[config.mk]
export PLATFORM = sky130hd
export DESIGN_NAME = mux_dram_ctrl
export DESIGN_NICKNAME = d
export VERILOG_FILES = /design/src/rtl/mux_dram_ctrl.sv
export SDC_FILE = /design/constraint.sdc
export NUM_CORES = 1
export LEC_CHECK = 0
export BUFFER_PORTS_ARGS = -buffer_cell sky130_fd_sc_hd__buf_2
export CAP_MARGIN = 5
export CORE_AREA = 2 2 137 139
export DETAILED_ROUTE_END_ITERATION = 10
export DIE_AREA = 0 0 139 141
export HOLD_SLACK_MARGIN = 0.03
export MAX_ROUTING_LAYER = met4
export PLACE_DENSITY = 0.77
export SLEW_MARGIN = 25
export SYNTH_ARGS = -nofsm -noshare
export SYNTH_HDL_FRONTEND = slang
export SYNTH_SLANG_ARGS = --single-unit
export TNS_END_PERCENT = 1
[constraint.sdc]
create_clock -name clk -period 2.4 [get_ports clk]
set_clock_uncertainty 0.2 [all_clocks]
set_input_delay 0.12 -clock clk [delete_from_list [all_inputs] [get_ports clk]]
set_output_delay 0.12 -clock clk [all_outputs]
set_load 0.02 [all_outputs]
[src/rtl/mux_dram_ctrl.sv]
module mux_dram_ctrl #(
  parameter int IDX_W          = 2,
  parameter int DATA_W         = 8,
  parameter int PRE_CYCLES     = 2,
  parameter int REFRESH_CYCLES = 60
) (
  input  logic              clk,
  input  logic              rst_n,
  input  logic              req_valid,
  output logic              req_ready,
  input  logic              req_write,
  input  logic [IDX_W-1:0]  req_row,
  input  logic [IDX_W-1:0]  req_col,
  input  logic [DATA_W-1:0] req_wdata,
  output logic [DATA_W-1:0] rdata,
  output logic              rdata_valid,
  output logic [IDX_W-1:0]  mem_addr,
  output logic              row_stb,
  output logic              col_stb,
  output logic              refresh_stb
);

  localparam int GRID      = 1 << IDX_W;
  localparam int CELLS     = GRID * GRID;
  localparam int SLACK     = 2 * PRE_CYCLES + 4;
  localparam int REF_START = REFRESH_CYCLES - SLACK;
  localparam int CNT_W     = $clog2(REFRESH_CYCLES + 1);
  localparam int PC_W      = $clog2(PRE_CYCLES + 1);

  typedef enum logic [2:0] {S_IDLE, S_PRE, S_ACT, S_COL, S_REF} state_t;

  state_t st;
  logic [DATA_W-1:0] cells  [CELLS];
  logic [DATA_W-1:0] rowbuf [GRID];
  logic              open_vld;
  logic [IDX_W-1:0]  open_row;
  logic [PC_W-1:0]   pre_cnt;
  logic [CNT_W-1:0]  ref_cnt;
  logic              pre_to_ref;
  logic              q_write;
  logic [IDX_W-1:0]  q_row, q_col;
  logic [DATA_W-1:0] q_wdata;
  logic              ref_pend, accept, hit;

  assign ref_pend    = ref_cnt >= CNT_W'(REF_START);
  assign req_ready   = (st == S_IDLE) && !ref_pend;
  assign accept      = req_valid && req_ready;
  assign hit         = open_vld && (open_row == req_row);
  assign row_stb     = (st == S_ACT);
  assign col_stb     = (st == S_COL);
  assign refresh_stb = (st == S_REF);
  assign mem_addr    = row_stb ? q_row : (col_stb ? q_col : '0);

  always_ff @(posedge clk) begin
    if (!rst_n) begin
      st          <= S_IDLE;
      open_vld    <= 1'b0;
      open_row    <= '0;
      pre_cnt     <= '0;
      pre_to_ref  <= 1'b0;
      q_write     <= 1'b0;
      q_row       <= '0;
      q_col       <= '0;
      q_wdata     <= '0;
      rdata       <= '0;
      rdata_valid <= 1'b0;
      for (int i = 0; i < CELLS; i++) cells[i] <= '0;
      for (int j = 0; j < GRID; j++) rowbuf[j] <= '0;
    end else begin
      rdata_valid <= 1'b0;
      unique case (st)
        S_IDLE: begin
          if (ref_pend) begin
            pre_to_ref <= 1'b1;
            pre_cnt    <= PC_W'(PRE_CYCLES - 1);
            st         <= open_vld ? S_PRE : S_REF;
          end else if (accept) begin
            q_write    <= req_write;
            q_row      <= req_row;
            q_col      <= req_col;
            q_wdata    <= req_wdata;
            pre_to_ref <= 1'b0;
            pre_cnt    <= PC_W'(PRE_CYCLES - 1);
            if (hit)           st <= S_COL;
            else if (open_vld) st <= S_PRE;
            else               st <= S_ACT;
          end
        end
        S_PRE: begin
          if (pre_cnt == '0) begin
            for (int j = 0; j < GRID; j++) cells[{open_row, IDX_W'(j)}] <= rowbuf[j];
            open_vld <= 1'b0;
            st       <= pre_to_ref ? S_REF : S_ACT;
          end else begin
            pre_cnt <= pre_cnt - 1'b1;
          end
        end
        S_ACT: begin
          for (int j = 0; j < GRID; j++) rowbuf[j] <= cells[{q_row, IDX_W'(j)}];
          open_row <= q_row;
          open_vld <= 1'b1;
          st       <= S_COL;
        end
        S_COL: begin
          if (q_write) begin
            rowbuf[q_col] <= q_wdata;
          end else begin
            rdata       <= rowbuf[q_col];
            rdata_valid <= 1'b1;
          end
          st <= S_IDLE;
        end
        S_REF: begin
          open_vld <= 1'b0;
          st       <= S_IDLE;
        end
        default: st <= S_IDLE;
      endcase
    end
  end

  always_ff @(posedge clk) begin
    if (!rst_n)             ref_cnt <= '0;
    else if (st == S_REF)   ref_cnt <= '0;
    else                    ref_cnt <= ref_cnt + 1'b1;
  end

  p_strobes_exclusive_r2: assert property (@(posedge clk) disable iff (!rst_n)
    $onehot0({row_stb, col_stb, refresh_stb}));

  p_row_then_col_r2: assert property (@(posedge clk) disable iff (!rst_n)
    row_stb |=> col_stb);

  p_valid_after_col_r3: assert property (@(posedge clk) disable iff (!rst_n)
    rdata_valid |-> $past(col_stb));

  p_hit_no_row_r4: assert property (@(posedge clk) disable iff (!rst_n)
    (accept && hit) |=> (col_stb && !row_stb));

  p_refresh_deadline_r8: assert property (@(posedge clk) disable iff (!rst_n)
    ref_cnt < CNT_W'(REFRESH_CYCLES));

  p_busy_blocks_req_r10: assert property (@(posedge clk) disable iff (!rst_n)
    accept |=> !req_ready);

endmodule

==> flow_metrics.env <==
export IMPL_die_w_um=139
export IMPL_final_util_pct=54.7
export IMPL_antenna_found_initial=0
export IMPL_syn_area_um2=8740
export IMPL_seq_area_frac_synth_pct=63.9
export IMPL_reg2reg_to="cells[8][6]"
export IMPL_pre_cts_ws_ns=0.236
export IMPL_die_area_um2=19600
export IMPL_grtUsageTotal_pct=20.5
export IMPL_ir_drop_v=0.000588
export IMPL_coreArea_um2=18300
export IMPL_synthCells=592
export IMPL_ys_flop_type="edfxtp_1"
export IMPL_maxCapViolations=0
export IMPL_final_nets=665
export IMPL_syn_mean_instance_area_um2=14.8
export IMPL_synth_area_top_cells="edfxtp_1 (55%), mux4_2 (10%), and2_1 (9.3%), dfxtp_1 (8.9%), a22o_1 (3.4%)"
export IMPL_cts_tree="built"
export IMPL_via_count=5196
export IMPL_critPathLaunchType="flip-flop"
export IMPL_rrSetupSlack_ns=0.20
export IMPL_max_slew_margin_rel_pct=57.2
export IMPL_rows=50
export IMPL_hold_end="rdata[0]"
export IMPL_clk_latency_ns=0.43
export IMPL_status="finished, final reports clean"
export IMPL_wl_per_cell_um=20.8
export IMPL_met1_length_mm=7.65
export IMPL_timing_final_hold_violations=0
export IMPL_dpl_cell_count=846
export IMPL_rr_startpoint="pre_cnt[0]"
export IMPL_first_pass_iters=5
export IMPL_grt_remaining_overflow=0
export IMPL_cp_arrival_ns=2.12
export IMPL_timing_final_crit_share_pct=91.5
export IMPL_synthArstFlopShare_pct=0
export IMPL_wl_met3_mm=1.70
export IMPL_syn_nets=611
export IMPL_io_buffers=30
export IMPL_syn_to_final_growth_pct=14.3
export IMPL_min_path_type="flip-flop to flip-flop"
export IMPL_post_cts_buffers=0
export IMPL_max_freq_ghz=0.455
export IMPL_setup_viol=0
export IMPL_grt_pass1_vias=5440
export IMPL_drive_gt1_share_pct=20.9
export IMPL_cp_end_kind="flip-flop"
export IMPL_clk_pin_slew_ns=0.07
export IMPL_synth_top_area_share_pct=55.0
export IMPL_viasPerCell=5.82
export IMPL_drt_iter0_markers=666
export IMPL_worst_pin_slew_ns=0.639
export IMPL_leakagePower_nw=3.69
export IMPL_ff2ff_path_depth=7
export IMPL_hold_buffers=15
export IMPL_antennaDiodeCount=0
export IMPL_cts_buffers=17
export IMPL_top_layer_used="met4"
export IMPL_synth_ff_latch_count=199
export IMPL_startpoint="pre_cnt[0]"
export IMPL_clock_path_buffers=2
export IMPL_cts_root_buffer="clkbuf_16"
export IMPL_drt_wl_total_mm=18.6
export IMPL_die_h_um=141
export IMPL_multi_input_comb_area_um2=2890
export IMPL_grt_start_max_net_pins=33
export IMPL_clock_sinks=199
export IMPL_wl_met2_mm=8.72
export IMPL_yosysMostFrequentCell="edfxtp_1"
export IMPL_io_pins=31
export IMPL_crit_type="flip-flop to flip-flop"
export IMPL_synth_cell_types=46
export IMPL_fin_ws_ns=0.204
export IMPL_slew_violations=0
export IMPL_period_needed_ns=2.20
export IMPL_start_util_pct=47.8
export IMPL_holdPathStages=1
export IMPL_drc=0
export IMPL_cts_htree_levels=4
export IMPL_p_per_area_nw_per_um2=879
export IMPL_synth_warnings=0
export IMPL_min_from="rdata[0]"
export IMPL_required_ns=2.32
export IMPL_final_cells=893
export IMPL_hpwl_mm=11.4
export IMPL_cts_resized=0
export IMPL_yosysTopAreaCell="edfxtp_1"
export IMPL_num_fill_cells=1448
export IMPL_rsz0062_at_grt="no"
export IMPL_ff_latch_area_um2=5590
export IMPL_synth_edf_count=160
export IMPL_yosys_top_cells_count="edfxtp_1 (160), and2_1 (130), mux4_2 (40)"
export IMPL_place_congestion=0.901
export IMPL_cp_max_fo=32
export IMPL_grt_pass1_wl_mm=29.5
export IMPL_ant_nets=0
-- through the flow --
stage	area (um^2)	hold slack, ns	total power (W)	setup TNS, ns
CTS	9990	0.265	0.00882	0
detailed placement	9250	0.176	0.00599	0
floorplan	8740	0.0599	0.00541	-15.35
global placement	9250	0.170	0.00593	0
finish	9990	0.261	0.00879	0
global route	9990	0.270	0.00912	0
-- flip-flops by register name, summed over array words and instances (netlist names), named ones only --
| register | flops |
|---|---|
| open_row | 2 |
| open_vld | 1 |
| rowbuf | 32 |
| ref_cnt | 6 |
| q_write | 1 |
| pre_to_ref | 1 |
| rdata | 8 |
| rdata_valid | 1 |
| q_row | 2 |
| st | 3 |
| q_wdata | 8 |
| q_col | 2 |
| pre_cnt | 2 |
| cells | 128 |
-- layout make-up --
cell class | count | share of cell area [%]
Sequential cell | 199 | 55.9
Tap cell | 234 | 2.93
Multi-Input combinational cell | 340 | 28.9
Clock buffer | 18 | 4.30
Inverter | 17 | 0.639
Clock inverter | 14 | 1.59
Timing Repair Buffer | 71 | 5.71
-- power by group --
part / internal, W / switching (W) / total (W)
combinational: 0.000654 / 0.000823 / 0.00148
sequential: 0.00413 / 0.000351 / 0.00448
clock: 0.00163 / 0.00120 / 0.00283
-- logic make-up (layout without fill, tap and decap cells) --
family / Yosys count / count (layout) / share of synthesized area [%]
buffers and inverters: 53 / 120 / 3.12
AOI/OAI and AO/OA: 70 / 70 / 6.01
xor gates and xnor gates: 6 / 6 / 0.601
and+or+nand+nor: 219 / 219 / 15.4
adders and majority gates: 3 / 3 / 0.430
muxes: 42 / 42 / 10.5
DFF: 199 / 199 / 63.9
-- worst max-delay path by stage --
stage,endpoint,slack [ns]
2_1_floorplan,cells[10][0],-0.24
3_3_place_gp,cells[4][7],0.33
3_5_place_dp,cells[8][7],0.24
4_1_cts,cells[11][2],0.21
5_1_grt,mem_addr[1],0.08
6_report,cells[8][6],0.20
-- metal layers --
| metal | vias up | GRT usage, % |
|---|---|---|
| met5 | - | - |
| met3 | 45 | 4.99 |
| met4 | 0 | 9.09 |
| li1 | 2313 | - |
| met2 | 266 | 31.1 |
| met1 | 2572 | 26.4 |
-- critical path, cell delays in order (launching register included) --
cell	delay [ns]
dfxtp_1	0.32
inv_1	0.08
ha_1	0.25
and4bb_4	0.30
nand2_4	0.09
nor3b_4	0.20
nand2b_1	0.18
buf_12	0.25
-- cells in the final DEF, fill, tap and decap left out, types with 2 or more instances in the layout --
master / Yosys / final
nor3b_4: 2 / 2
bufinv_16: 0 / 3
and2_1: 130 / 130
a22o_1: 34 / 34
mux2i_1: 2 / 2
buf_12: 0 / 6
nor3_1: 4 / 3
nor2_1: 10 / 10
clkbuf_16: 0 / 17
buf_2: 8 / 30
a211oi_1: 2 / 2
xor2_1: 4 / 4
ha_1: 3 / 3
nand2b_1: 9 / 8
dlygate4sd3_1: 0 / 15
inv_1: 17 / 17
clkinv_2: 0 / 4
mux4_2: 40 / 40
clkinvlp_4: 0 / 3
edfxtp_1: 160 / 160
clkinv_4: 0 / 2
dfxtp_1: 39 / 38
o21ai_0: 19 / 19
nand3_1: 18 / 18
nor3_2: 2 / 3
nor2b_1: 8 / 8
buf_4: 1 / 20
nand2_1: 21 / 21
o2bb2ai_1: 8 / 8
and3_1: 2 / 2
xnor2_1: 2 / 2
a21oi_1: 3 / 3
Power figures use the tool's default switching activity.
